$ cat src/rtl/alm_pkg.sv
package alm_pkg;
    typedef struct packed {
        logic flag;
        logic ien;
        logic intcn;
    } alm_state_t;

    localparam alm_state_t ALM_RESET = '{flag: 1'b0, ien: 1'b0, intcn: 1'b0};
endpackage

$ cat src/rtl/alm_field_cmp.sv
module alm_field_cmp #(
    parameter int W = 8
) (
    input  logic [W-1:0] cur_val,
    input  logic [W-1:0] alm_val,
    output logic         hit
);
    localparam int MASK_BIT = W - 1;

    // masked field always agrees; otherwise all value bits must agree
    assign hit = alm_val[MASK_BIT] | (cur_val[MASK_BIT-1:0] == alm_val[MASK_BIT-1:0]);
endmodule

$ cat src/rtl/alm_irq_gate.sv
module alm_irq_gate (
    input  logic flag,
    input  logic ien,
    input  logic intcn,
    output logic irq_n
);
    assign irq_n = ~(flag & ien & intcn);
endmodule

$ cat src/rtl/alm_match_irq.sv
module alm_match_irq #(
    parameter int FIELD_W = 8
) (
    input  logic               clk,
    input  logic               rst_n,
    input  logic               tick,
    input  logic [FIELD_W-1:0] cur_hour,
    input  logic [FIELD_W-1:0] cur_day,
    input  logic [FIELD_W-1:0] cur_date,
    input  logic [FIELD_W-1:0] alm_hour,
    input  logic [FIELD_W-1:0] alm_day,
    input  logic [FIELD_W-1:0] alm_date,
    input  logic               ctl_wr,
    input  logic               ctl_ien,
    input  logic               ctl_intcn,
    input  logic               flag_clr,
    output logic               alarm_flag,
    output logic               irq_n
);
    import alm_pkg::*;

    localparam int NUM_FIELDS = 3;

    logic [NUM_FIELDS-1:0][FIELD_W-1:0] cur_f;
    logic [NUM_FIELDS-1:0][FIELD_W-1:0] alm_f;
    logic [NUM_FIELDS-1:0]              hit_vec;
    logic                               hit_all;

    assign cur_f = {cur_date, cur_day, cur_hour};
    assign alm_f = {alm_date, alm_day, alm_hour};

    for (genvar g = 0; g < NUM_FIELDS; g++) begin : g_field
        alm_field_cmp #(.W(FIELD_W)) u_cmp (
            .cur_val (cur_f[g]),
            .alm_val (alm_f[g]),
            .hit     (hit_vec[g])
        );
    end

    assign hit_all = &hit_vec;

    alm_state_t st_d, st_q;

    always_comb begin
        st_d = st_q;
        if (ctl_wr) begin
            st_d.ien   = ctl_ien;
            st_d.intcn = ctl_intcn;
        end
        if (flag_clr) begin
            st_d.flag = 1'b0;
        end
        // a fresh match outranks a clear in the same cycle
        if (tick && hit_all) begin
            st_d.flag = 1'b1;
        end
    end

    always_ff @(posedge clk or negedge rst_n) begin
        if (!rst_n) begin
            st_q <= ALM_RESET;
        end else begin
            st_q <= st_d;
        end
    end

    assign alarm_flag = st_q.flag;

    alm_irq_gate u_gate (
        .flag  (st_q.flag),
        .ien   (st_q.ien),
        .intcn (st_q.intcn),
        .irq_n (irq_n)
    );
endmodule

$ cat config.mk
export PLATFORM = sky130hd
export DESIGN_NAME = alm_match_irq
export DESIGN_NICKNAME = d
export VERILOG_FILES = /design/src/rtl/alm_pkg.sv /design/src/rtl/alm_field_cmp.sv /design/src/rtl/alm_irq_gate.sv /design/src/rtl/alm_match_irq.sv
export SDC_FILE = /design/constraint.sdc
export NUM_CORES = 1
export LEC_CHECK = 0
export BUFFER_PORTS_ARGS = -buffer_cell sky130_fd_sc_hd__buf_2
export CORE_MARGIN = 5
export CORE_UTILIZATION = 27
export CTS_CLUSTER_DIAMETER = 80
export DETAILED_ROUTE_END_ITERATION = 10
export PLACE_DENSITY_LB_ADDON = 0.2
export SLEW_MARGIN = 20
export SYNTH_ARGS = -nofsm -noshare
export SYNTH_HDL_FRONTEND = slang
export SYNTH_SLANG_ARGS = --single-unit
$ cat constraint.sdc
create_clock -name clk -period 0.9 [get_ports clk]
set_clock_uncertainty 0.05 [all_clocks]
set_input_delay 0.18 -clock clk [delete_from_list [all_inputs] [get_ports clk]]
set_output_delay 0.18 -clock clk [all_outputs]
set_load 0.05 [all_outputs]
==> impl_metrics.csv, run 1 <==
group,metric,value,unit
worst_setup_path,cp_cell_sequence,"nand3_2 -> buf_8",
cts,root_buffer,"clkbuf_4",
worst_setup_path,critical_path_required,0.67,ns
outcome,violations,"setup timing",
logic_synthesis,synth_area_per_cell,10.1,um2
place,dp.cells,104,
cells_and_area,layout-drive-gt1-share,66.0,%
worst_setup_path,cp_max_fo,3,
worst_setup_path,crit_end,"irq_n",
cells_and_area,design_area,711,um2
global_route,track_usage,10.4,%
logic_synthesis,netlist_area,365,um2
floorplanning,start_util,28.4,%
global_route,grt_start_max_net_pins,4,
worst_setup_path,critPathTopFamily,"flip-flops",
timing,fin_crit_sh,121,%
global_route,grt_overflow,0,
route,drcViolationCount,0,
cells_and_area,diodes,0,
flow_run,drv_cap,0,
floorplanning,die_h,46.8,um
route,ant_nets,0,
cts,path_clk_slew,0.04,ns
floorplanning,rows,13,
cts,cts_setup_buffers,0,
floorplanning,io_pins,57,
place,port_buffers,53,
worst_setup_path,r2r-end,"st_q[0]$_DFFE_PN0P_",
worst_setup_path,r2r-start,"st_q[0]$_DFFE_PN0P_",
global_route,antenna_found_initial,0,
timing,rsz0062_at_grt,"yes",
route,drt_wl_total,1.21,mm
power_and_ir_drop,power_density,913,nW/um2
worst_setup_path,crit_buf_inv,1,
power_and_ir_drop,power_leakage,0.362,nW
cts,clock_path_buffers,2,
route,routed-via-count,474,
timing,drv_slew,0,
cts,cts_inserted_buffers,3,
timing,tightestPinTransition,0.247,ns
worst_hold_path,hp-start,"flag_clr",
cells_and_area,multi_input_area,292,um2
power_and_ir_drop,ir_drop,0.586,mV
logic_synthesis,ys_ff_latch,3,
cells_and_area,syn_to_final_growth,94.5,%
worst_setup_path,rr_worst_depth,1,
place,place_congestion,0.726,
cells_and_area,ff_latch_area,76.3,um2
timing,fin_setup_tns,-0.529,ns
cts,cts_tree,"done",
worst_setup_path,cp.depth,2,
worst_setup_path,worst_setup_path_start_kind,"register",
cells_and_area,finalNonFillerCells,109,
outcome,outcome,"complete, but fails checks",
route,avgViaCountPerCell,4.35,
timing,maxSlewHeadroom,83.4,%
timing,setup_violations,3,
worst_hold_path,hold_class,"primary input to register",
timing,min_period,1.09,ns
route,drt_iter0_markers,8,
route,wl_per_cell,11.1,um
cells_and_area,nets,150,
worst_setup_path,crit_start,"alarm_flag$_DFFE_PN0P_",
worst_setup_path,slowest_delay,0.41,ns
logic_synthesis,yosysUniqueCellTypes,12,
floorplanning,die_x,46.8,um
cts,clock_sinks,3,
timing,fmax,919,MHz
logic_synthesis,syn-num-nets,91,
cells_and_area,post-route-util,55.3,%
worst_setup_path,cpMaxStageDelayCell,"dfrtp_2",
timing,setup_slack,-0.188,ns
floorplanning,die_area,2190,um2
worst_setup_path,cp.arrival,0.86,ns
logic_synthesis,synthesis.instances,36,
worst_setup_path,rrSetupSlack,0.10,ns
cells_and_area,fillers,132,
route,first_pass_iters,3,
timing,hold_viol_final,0,
logic_synthesis,yosysWarnings,0,
floorplanning,core,1280,um2
global_route,grt_pass1_vias,458,
global_route,grt_pass1_wl,1.66,mm
logic_synthesis,ys_seq_area_share,20.5,%
worst_setup_path,cp-end-kind,"output pin",
worst_setup_path,crit_type,"register to output pin",
cts,htreeDepth,1,
cts,clk-insertion-delay-late,0.23,ns
place,dpl_cell_area,656,um2
[state kept, by name, summed over array words and instances (netlist names)]
signal / cells
st_q: 2
alarm_flag: 1
[synth_stat cells]
cell type	count	share of area, %
o32ai_2	1	4.5
xor2_1	12	29
nor4_1	2	3.4
and4_1	1	2.4
a22oi_1	1	2.1
nand3_1	1	1.4
nor4_2	1	3.4
inv_1	1	1.0
dfrtp_1	3	21
a41oi_1	2	4.8
xnor2_1	9	22
mux2_2	2	6.2
[worst min path at each step]
stage                             end  slack, ns  depth (start not counted)
6_report       alarm_flag$_DFFE_PN0P_       0.09                          2
3_5_place_dp      st_q[1]$_DFFE_PN0P_      -0.07                          1
2_1_floorplan  alarm_flag$_DFFE_PN0P_      -0.17                          0
4_1_cts        alarm_flag$_DFFE_PN0P_       0.09                          2
3_3_place_gp      st_q[1]$_DFFE_PN0P_      -0.07                          1
5_1_grt        alarm_flag$_DFFE_PN0P_       0.09                          2
[cell usage in the layout (no fill, tap or decap), drive strengths merged, types with 2 or more instances in the layout]
| cell type | instances |
|---|---|
| buf | 53 |
| xor2 | 12 |
| nor4 | 3 |
| dfrtp | 3 |
| a41oi | 2 |
| clkbuf | 4 |
| mux2 | 2 |
| xnor2 | 9 |
[per-stage QoR]
step                power (mW)  setup slack, ns  hold WS (ns)
CTS                      0.661           -0.203        0.0875
detailed placement       0.411           -0.442       -0.0722
finish                   0.649           -0.188        0.0873
global route             0.696           -0.221        0.0904
floorplan                0.271           -0.197        -0.166
global placement         0.409           -0.395       -0.0655
[final cells by class]
cell class,instances,share of cell area (%)
repair buffers,54,41.4
clock buffers,4,3.70
inverters,1,0.528
multi-input cells,32,41.0
flip-flops and latches,3,10.7
well taps,15,2.64
[metal layers]
layer | vias up | GRT usage [%] | part of all wire [%]
li1 | 244 | - | -
met2 | 26 | 20.3 | 52
met3 | 0 | 3.07 | 17
met4 | 0 | 4.97 | 0
met5 | - | 0 | 0
met1 | 204 | 9.72 | 31
[power breakdown]
| part | total [mW] | switching [mW] | internal (mW) |
|---|---|---|---|
| Clock | 0.230 | 0.0643 | 0.166 |
| Sequential | 0.156 | 0.00824 | 0.148 |
| Combinational | 0.262 | 0.104 | 0.159 |
| Total | 0.649 | 0.176 | 0.473 |
[cells by family after synthesis]
family / share of synthesized area, %
xor+xnor: 50.3
simple gates: 10.6
compound gates: 11.3
flops: 20.5
mux: 6.16
buf+inv: 1.03
[repair_timing]
action	4_1_cts	5_1_grt
pin swaps	7	3
hold endpoints to repair	3	0
hold buffers	1	0
gates resized for setup	4	1
endpoints found under the setup margin	3	3
(Power assumes the default switching activity.)
==> run 2: changes to the inputs <==
--- a/config.mk
+++ b/config.mk
@@ -5,9 +5,10 @@
 export SDC_FILE = /design/constraint.sdc
 export NUM_CORES = 1
 export LEC_CHECK = 0
+export ABC_AREA = 1
 export BUFFER_PORTS_ARGS = -buffer_cell sky130_fd_sc_hd__buf_2
 export CORE_MARGIN = 5
-export CORE_UTILIZATION = 27
+export CORE_UTILIZATION = 34
 export CTS_CLUSTER_DIAMETER = 80
 export DETAILED_ROUTE_END_ITERATION = 10
 export PLACE_DENSITY_LB_ADDON = 0.2
==> impl_metrics.csv, run 2 <==
group,metric,value,unit
logic_synthesis,synth_edf_count,0,
floorplanning,die_x,49.6,um
global_route,track_usage,12.8,%
timing,rsz0062_at_grt,"yes",
route,wl_per_cell,8.62,um
timing,hold_viol_final,0,
worst_setup_path,crit_end,"irq_n",
logic_synthesis,yosysMostFrequentCell,"nand2_1",
cts,cts_inserted_buffers,3,
global_route,grt_pass1_vias,743,
cells_and_area,final_common_cell,"buf_2",
logic_synthesis,synth_area_per_cell,4.80,um2
outcome,violations,"setup timing",
logic_synthesis,ys_ff_latch,3,
timing,tightestPinTransition,0.157,ns
cells_and_area,syn_to_final_growth,73.9,%
floorplanning,core,1490,um2
place,preCtsSetupSlack,-0.173,ns
timing,fin_crit_sh,123,%
logic_synthesis,ys_seq_area_share,14.1,%
place,dp_hpwl,1.45,mm
power_and_ir_drop,pwr-share-comb,45.0,%
worst_setup_path,cp-end-kind,"output pin",
cts,path_clk_slew,0.04,ns
worst_setup_path,r2r-end,"st_q[0]$_DFFE_PN0P_",
floorplanning,io_pins,57,
power_and_ir_drop,power_frac_seq,22.3,%
cells_and_area,nets,225,
logic_synthesis,synthesis.instances,111,
worst_setup_path,r2r-start,"st_q[0]$_DFFE_PN0P_",
worst_setup_path,cp_max_fo,3,
logic_synthesis,synth_common_cells,"nand2_1 (44), inv_1 (29), nor2_1 (23)",
cts,clock_path_buffers,2,
floorplanning,die_area,2460,um2
cts,clk-insertion-delay-late,0.23,ns
power_and_ir_drop,switchingPower,0.230,mW
floorplanning,start_util,35.8,%
worst_setup_path,cp.arrival,0.88,ns
logic_synthesis,netlist_area,533,um2
cts,htreeDepth,1,
worst_setup_path,critical_path_required,0.67,ns
timing,fin_setup_tns,-0.359,ns
cells_and_area,largest_register_ffs,2,
worst_setup_path,crit_type,"register to output pin",
place,port_buffers,53,
worst_setup_path,crit_start,"alarm_flag$_DFFE_PN0P_",
place,place_congestion,0.743,
cells_and_area,largest_register,"st_q",
logic_synthesis,synth_top_cells_by_area,"nand2_1 (31%), inv_1 (20%), nor2_1 (16%)",
cells_and_area,diodes,0,
logic_synthesis,async_flop_share,100,%
route,drt_iter0_markers,7,
floorplanning,die_h,49.6,um
power_and_ir_drop,power_leakage,0.633,nW
power_and_ir_drop,power_density,778,nW/um2
global_route,antenna_found_initial,0,
logic_synthesis,yosysUniqueCellTypes,9,
cells_and_area,fillers,153,
global_route,grt_start_max_net_pins,4,
timing,setup_violations,2,
logic_synthesis,synth_top_area_share,31.0,%
worst_hold_path,hold_class,"primary input to register",
route,avgViaCountPerCell,4.32,
power_and_ir_drop,intPower,0.491,mW
floorplanning,rows,14,
timing,drv_slew,0,
timing,setup_slack,-0.205,ns
route,drt_wl_total,1.60,mm
logic_synthesis,yosysWarnings,0,
power_and_ir_drop,switching_share,31.9,%
logic_synthesis,synthFlopType,"dfrtp_1",
route,ant_nets,0,
route,first_pass_iters,4,
worst_setup_path,rrSetupSlack,0.06,ns
worst_setup_path,rr_worst_depth,1,
cts,cts_tree,"done",
cells_and_area,multi_input_area,379,um2
global_route,grt_overflow,0,
cells_and_area,post-route-util,62.3,%
power_and_ir_drop,ir_drop,0.516,mV
power_and_ir_drop,p_clk_share,32.7,%
cells_and_area,layout-drive-gt1-share,38.5,%
cts,clock_sinks,3,
cells_and_area,ff_latch_area,76.3,um2
worst_setup_path,worst_setup_path_start_kind,"register",
timing,fmax,905,MHz
logic_synthesis,yosysTopAreaCell,"nand2_1",
timing,min_period,1.11,ns
logic_synthesis,syn-num-nets,166,
cts,root_buffer,"clkbuf_4",
timing,whs,0.134,ns
flow_run,drv_cap,0,
timing,maxSlewHeadroom,89.5,%
outcome,outcome,"complete, but fails checks",
route,drcViolationCount,0,
global_route,grt_pass1_wl,2.56,mm
route,routed-via-count,799,
cells_and_area,layout_common_cells,"buf_2 (47), nand2_1 (44), inv_1 (29), nor2_1 (21), buf_6 (5)",
-- run 2: cell types whose count changed in the layout (fill, tap and decap cells not counted), sizes merged, moves of 2 or more --
cell	delta
xor2	-12
a41oi	-2
nand2	+44
inv	+28
nand3	+3
xnor2	-4
nor2	+24
nor4	-3
-- run 2: worst min path at each step --
stage / from / end / slack (ns) / cells after the start
5_1_grt: ctl_intcn / st_q[0]$_DFFE_PN0P_ / 0.12 / 2
3_5_place_dp: rst_n / st_q[0]$_DFFE_PN0P_ / -0.07 / 1
2_1_floorplan: rst_n / alarm_flag$_DFFE_PN0P_ / -0.17 / 0
4_1_cts: ctl_ien / st_q[1]$_DFFE_PN0P_ / 0.13 / 2
6_report: ctl_ien / st_q[1]$_DFFE_PN0P_ / 0.13 / 2
3_3_place_gp: rst_n / st_q[0]$_DFFE_PN0P_ / -0.07 / 1
-- run 2: critical path, cell delays in order (launching register included) --
cell and delay [ns]:
dfrtp_2 0.43, nand3_4 0.07, buf_8 0.14
-- run 2: layer usage --
metal,global-route usage (%),up-vias,part of all wire (%)
met4,6.55,0,0
met5,0,-,0
met1,12.0,345,33
met3,2.71,0,9.3
met2,25.0,25,57
li1,-,429,-
-- run 2: cell type report --
| cell class | count | area share (%) |
|---|---|---|
| timing repair buffer | 54 | 34.1 |
| sequential | 3 | 8.23 |
| multi-input combinational | 79 | 40.9 |
| tap | 16 | 2.16 |
| inverter | 29 | 11.7 |
| clock buffer | 4 | 2.83 |
-- run 2: power groups by stage --
stage	clock network [mW]	logic [mW]	registers [mW]
after floorplan	0	0.137	0.170
after global placement	0	0.284	0.161
after detailed placement	0	0.298	0.163
after CTS	0.240	0.307	0.161
after global routing	0.271	0.368	0.162
final	0.236	0.325	0.161
-- run 2: cells by family after synthesis --
kind of cell           after synthesis  share of synthesized area (%)
XOR/XNOR                             5                           8.22
multiplexers                         2                           4.23
flip-flops                           3                           14.1
buffers and inverters               29                           20.4
AND/OR/NAND/NOR                     72                           53.1
-- run 2: per-stage QoR --
step / cells / area, um2 / total power [mW]
global route: 185 / 927 / 0.801
global placement: 180 / 832 / 0.446
finish: 185 / 927 / 0.722
detailed placement: 180 / 832 / 0.461
floorplan: 111 / 547 / 0.307
CTS: 185 / 881 / 0.707
-- run 2: what timing repair did --
action | CTS | global route
endpoints found under the setup margin | 2 | 3
pin swaps | 1 | 0
resized for setup | 4 | 9
endpoints found under the hold margin | 3 | 0
hold buffers | 1 | 0
cloned | 0 | 0
buffers inserted | 0 | 0
==> run 3: changes to the inputs <==
--- a/config.mk
+++ b/config.mk
@@ -7,7 +7,6 @@
 export LEC_CHECK = 0
 export ABC_AREA = 1
 export BUFFER_PORTS_ARGS = -buffer_cell sky130_fd_sc_hd__buf_2
-export CORE_MARGIN = 5
 export CORE_UTILIZATION = 34
 export CTS_CLUSTER_DIAMETER = 80
 export DETAILED_ROUTE_END_ITERATION = 10
==> impl_metrics.csv, run 3 (same netlist as run 2, synthesis figures left out) <==
group,metric,value,unit
place,place_congestion,0.665,
worst_hold_path,hold_path_end,"alarm_flag$_DFFE_PN0P_",
route,avgViaCountPerCell,4.28,
global_route,met1_usage,13.8,%
cells_and_area,diodes,0,
cts,clock_sinks,3,
worst_setup_path,slowest_delay,0.40,ns
timing,setup_slack,-0.208,ns
cts,htreeDepth,1,
worst_setup_path,crit_buf_inv,1,
place,port_buffers,53,
cells_and_area,largest_register,"st_q",
power_and_ir_drop,finalPower,0.734,mW
power_and_ir_drop,switchingPower,0.228,mW
route,wl_per_cell,7.77,um
timing,drv_slew,0,
worst_setup_path,critical_path_required,0.67,ns
worst_setup_path,cpMaxStageDelayCell,"dfrtp_1",
place,dpl_cell_area,831,um2
timing,fin_crit_sh,123,%
flow_run,drv_cap,0,
place,dp_hpwl,1.16,mm
timing,fmax,902,MHz
global_route,gr-usage-met3,4.35,%
global_route,met2_usage,37.5,%
worst_setup_path,crit_type,"register to output pin",
floorplanning,core,1380,um2
global_route,antenna_found_initial,0,
global_route,gr-max-usage-layer,"met2",
cells_and_area,layout-drive-gt1-share,39.6,%
global_route,grt_overflow,0,
timing,hold_viol_final,0,
timing,whs,0.124,ns
global_route,grt_pass1_vias,716,
timing,rsz0062_at_grt,"yes",
cts,cts_inserted_buffers,3,
power_and_ir_drop,switching_share,31.1,%
route,drt_iter0_markers,12,
worst_hold_path,hold_class,"primary input to register",
cts,clock_path_buffers,2,
timing,min_period,1.11,ns
global_route,grt_start_max_net_pins,4,
route,ant_nets,0,
floorplanning,io_pins,57,
global_route,grt_pass1_wl,2.39,mm
power_and_ir_drop,power_leakage,0.640,nW
outcome,outcome,"complete, but fails checks",
cells_and_area,post-route-util,69.7,%
worst_setup_path,worst_setup_path_start_kind,"register",
floorplanning,die_area,1730,um2
power_and_ir_drop,power_density,761,nW/um2
worst_setup_path,cp_max_fo,2,
power_and_ir_drop,intPower,0.506,mW
timing,fin_setup_tns,-0.361,ns
worst_setup_path,cp_cell_sequence,"nand3_4 -> buf_8",
worst_setup_path,cp.arrival,0.88,ns
worst_hold_path,holdPathStages,4,
cells_and_area,largest_register_ffs,2,
worst_setup_path,cp-end-kind,"output pin",
cells_and_area,final_common_cell,"nand2_1",
cts,root_buffer,"clkbuf_4",
power_and_ir_drop,ir_drop,0.580,mV
power_and_ir_drop,p_clk_share,31.6,%
worst_setup_path,rrSetupSlack,0.05,ns
floorplanning,die_x,41.6,um
floorplanning,die_h,41.6,um
cts,path_clk_slew,0.04,ns
route,routed-via-count,788,
route,drcViolationCount,0,
place,preCtsSetupSlack,-0.131,ns
cells_and_area,layout_common_cells,"nand2_1 (43), buf_2 (42), inv_1 (28), nor2_1 (20), buf_6 (9)",
cells_and_area,design_area,963,um2
place,dp.cells,179,
cts,cts_tree,"done",
worst_setup_path,rr_worst_depth,1,
route,first_pass_iters,4,
worst_setup_path,critPathTopFamily,"flip-flops",
timing,tightestPinTransition,0.177,ns
worst_setup_path,r2r-end,"st_q[0]$_DFFE_PN0P_",
timing,maxSlewHeadroom,88.1,%
global_route,track_usage,17.4,%
power_and_ir_drop,pwr-share-comb,46.3,%
floorplanning,rows,13,
route,drt_wl_total,1.43,mm
timing,setup_violations,2,
worst_setup_path,r2r-start,"st_q[0]$_DFFE_PN0P_",
worst_hold_path,hp-start,"flag_clr",
cts,cts_setup_buffers,0,
cells_and_area,syn_to_final_growth,80.8,%
outcome,violations,"setup timing",
cts,clk-insertion-delay-late,0.23,ns
cells_and_area,finalNonFillerCells,184,
power_and_ir_drop,power_frac_seq,22.0,%
cells_and_area,nets,225,
floorplanning,start_util,38.6,%
==> run 3: cell type report <==
class                      instances  area [um2]
clock buffer                       4        26.3
fill                             133         419
inverter                          29         109
multi-input combinational         79         382
sequential                         3        76.3
tap                               15        18.8
timing repair buffer              54         352
==> run 3: power by group through the flow <==
| stage | sequential (mW) | combinational, mW | clock [mW] |
|---|---|---|---|
| global route | 0.162 | 0.386 | 0.257 |
| floorplan | 0.170 | 0.137 | 0 |
| CTS | 0.162 | 0.304 | 0.244 |
| finish | 0.162 | 0.340 | 0.232 |
| global placement | 0.161 | 0.282 | 0 |
| detailed placement | 0.163 | 0.294 | 0 |
==> run 3: worst max-delay path by stage <==
stage | start | endpoint | slack [ns] | cells past startpoint
2_1_floorplan | alarm_flag$_DFFE_PN0P_ | irq_n | -0.08 | 1
3_3_place_gp | alm_day[6] | alarm_flag$_DFFE_PN0P_ | -0.12 | 8
3_5_place_dp | cur_day[3] | alarm_flag$_DFFE_PN0P_ | -0.13 | 11
4_1_cts | st_q[0]$_DFFE_PN0P_ | irq_n | -0.22 | 2
5_1_grt | alarm_flag$_DFFE_PN0P_ | irq_n | -0.24 | 2
6_report | st_q[0]$_DFFE_PN0P_ | irq_n | -0.21 | 2
==> run 3: worst min-delay path, cell delays in order <==
cell and delay [ns]:
buf_2 0.07, inv_1 0.03, nand2_1 0.04, nand2_1 0.04
==> run 3: layer usage <==
metal	part of all wire (%)	up-vias
met1	33	324
met2	58	35
met5	0	-
met4	1.2	0
li1	-	427
met3	7.1	2
==> run 3: what timing repair did <==
item	CTS	global route
setup endpoints to repair	2	3
cloned	0	0
hold endpoints to repair	3	0
gates resized for setup	5	17
hold buffers	1	0
pin swaps	1	16
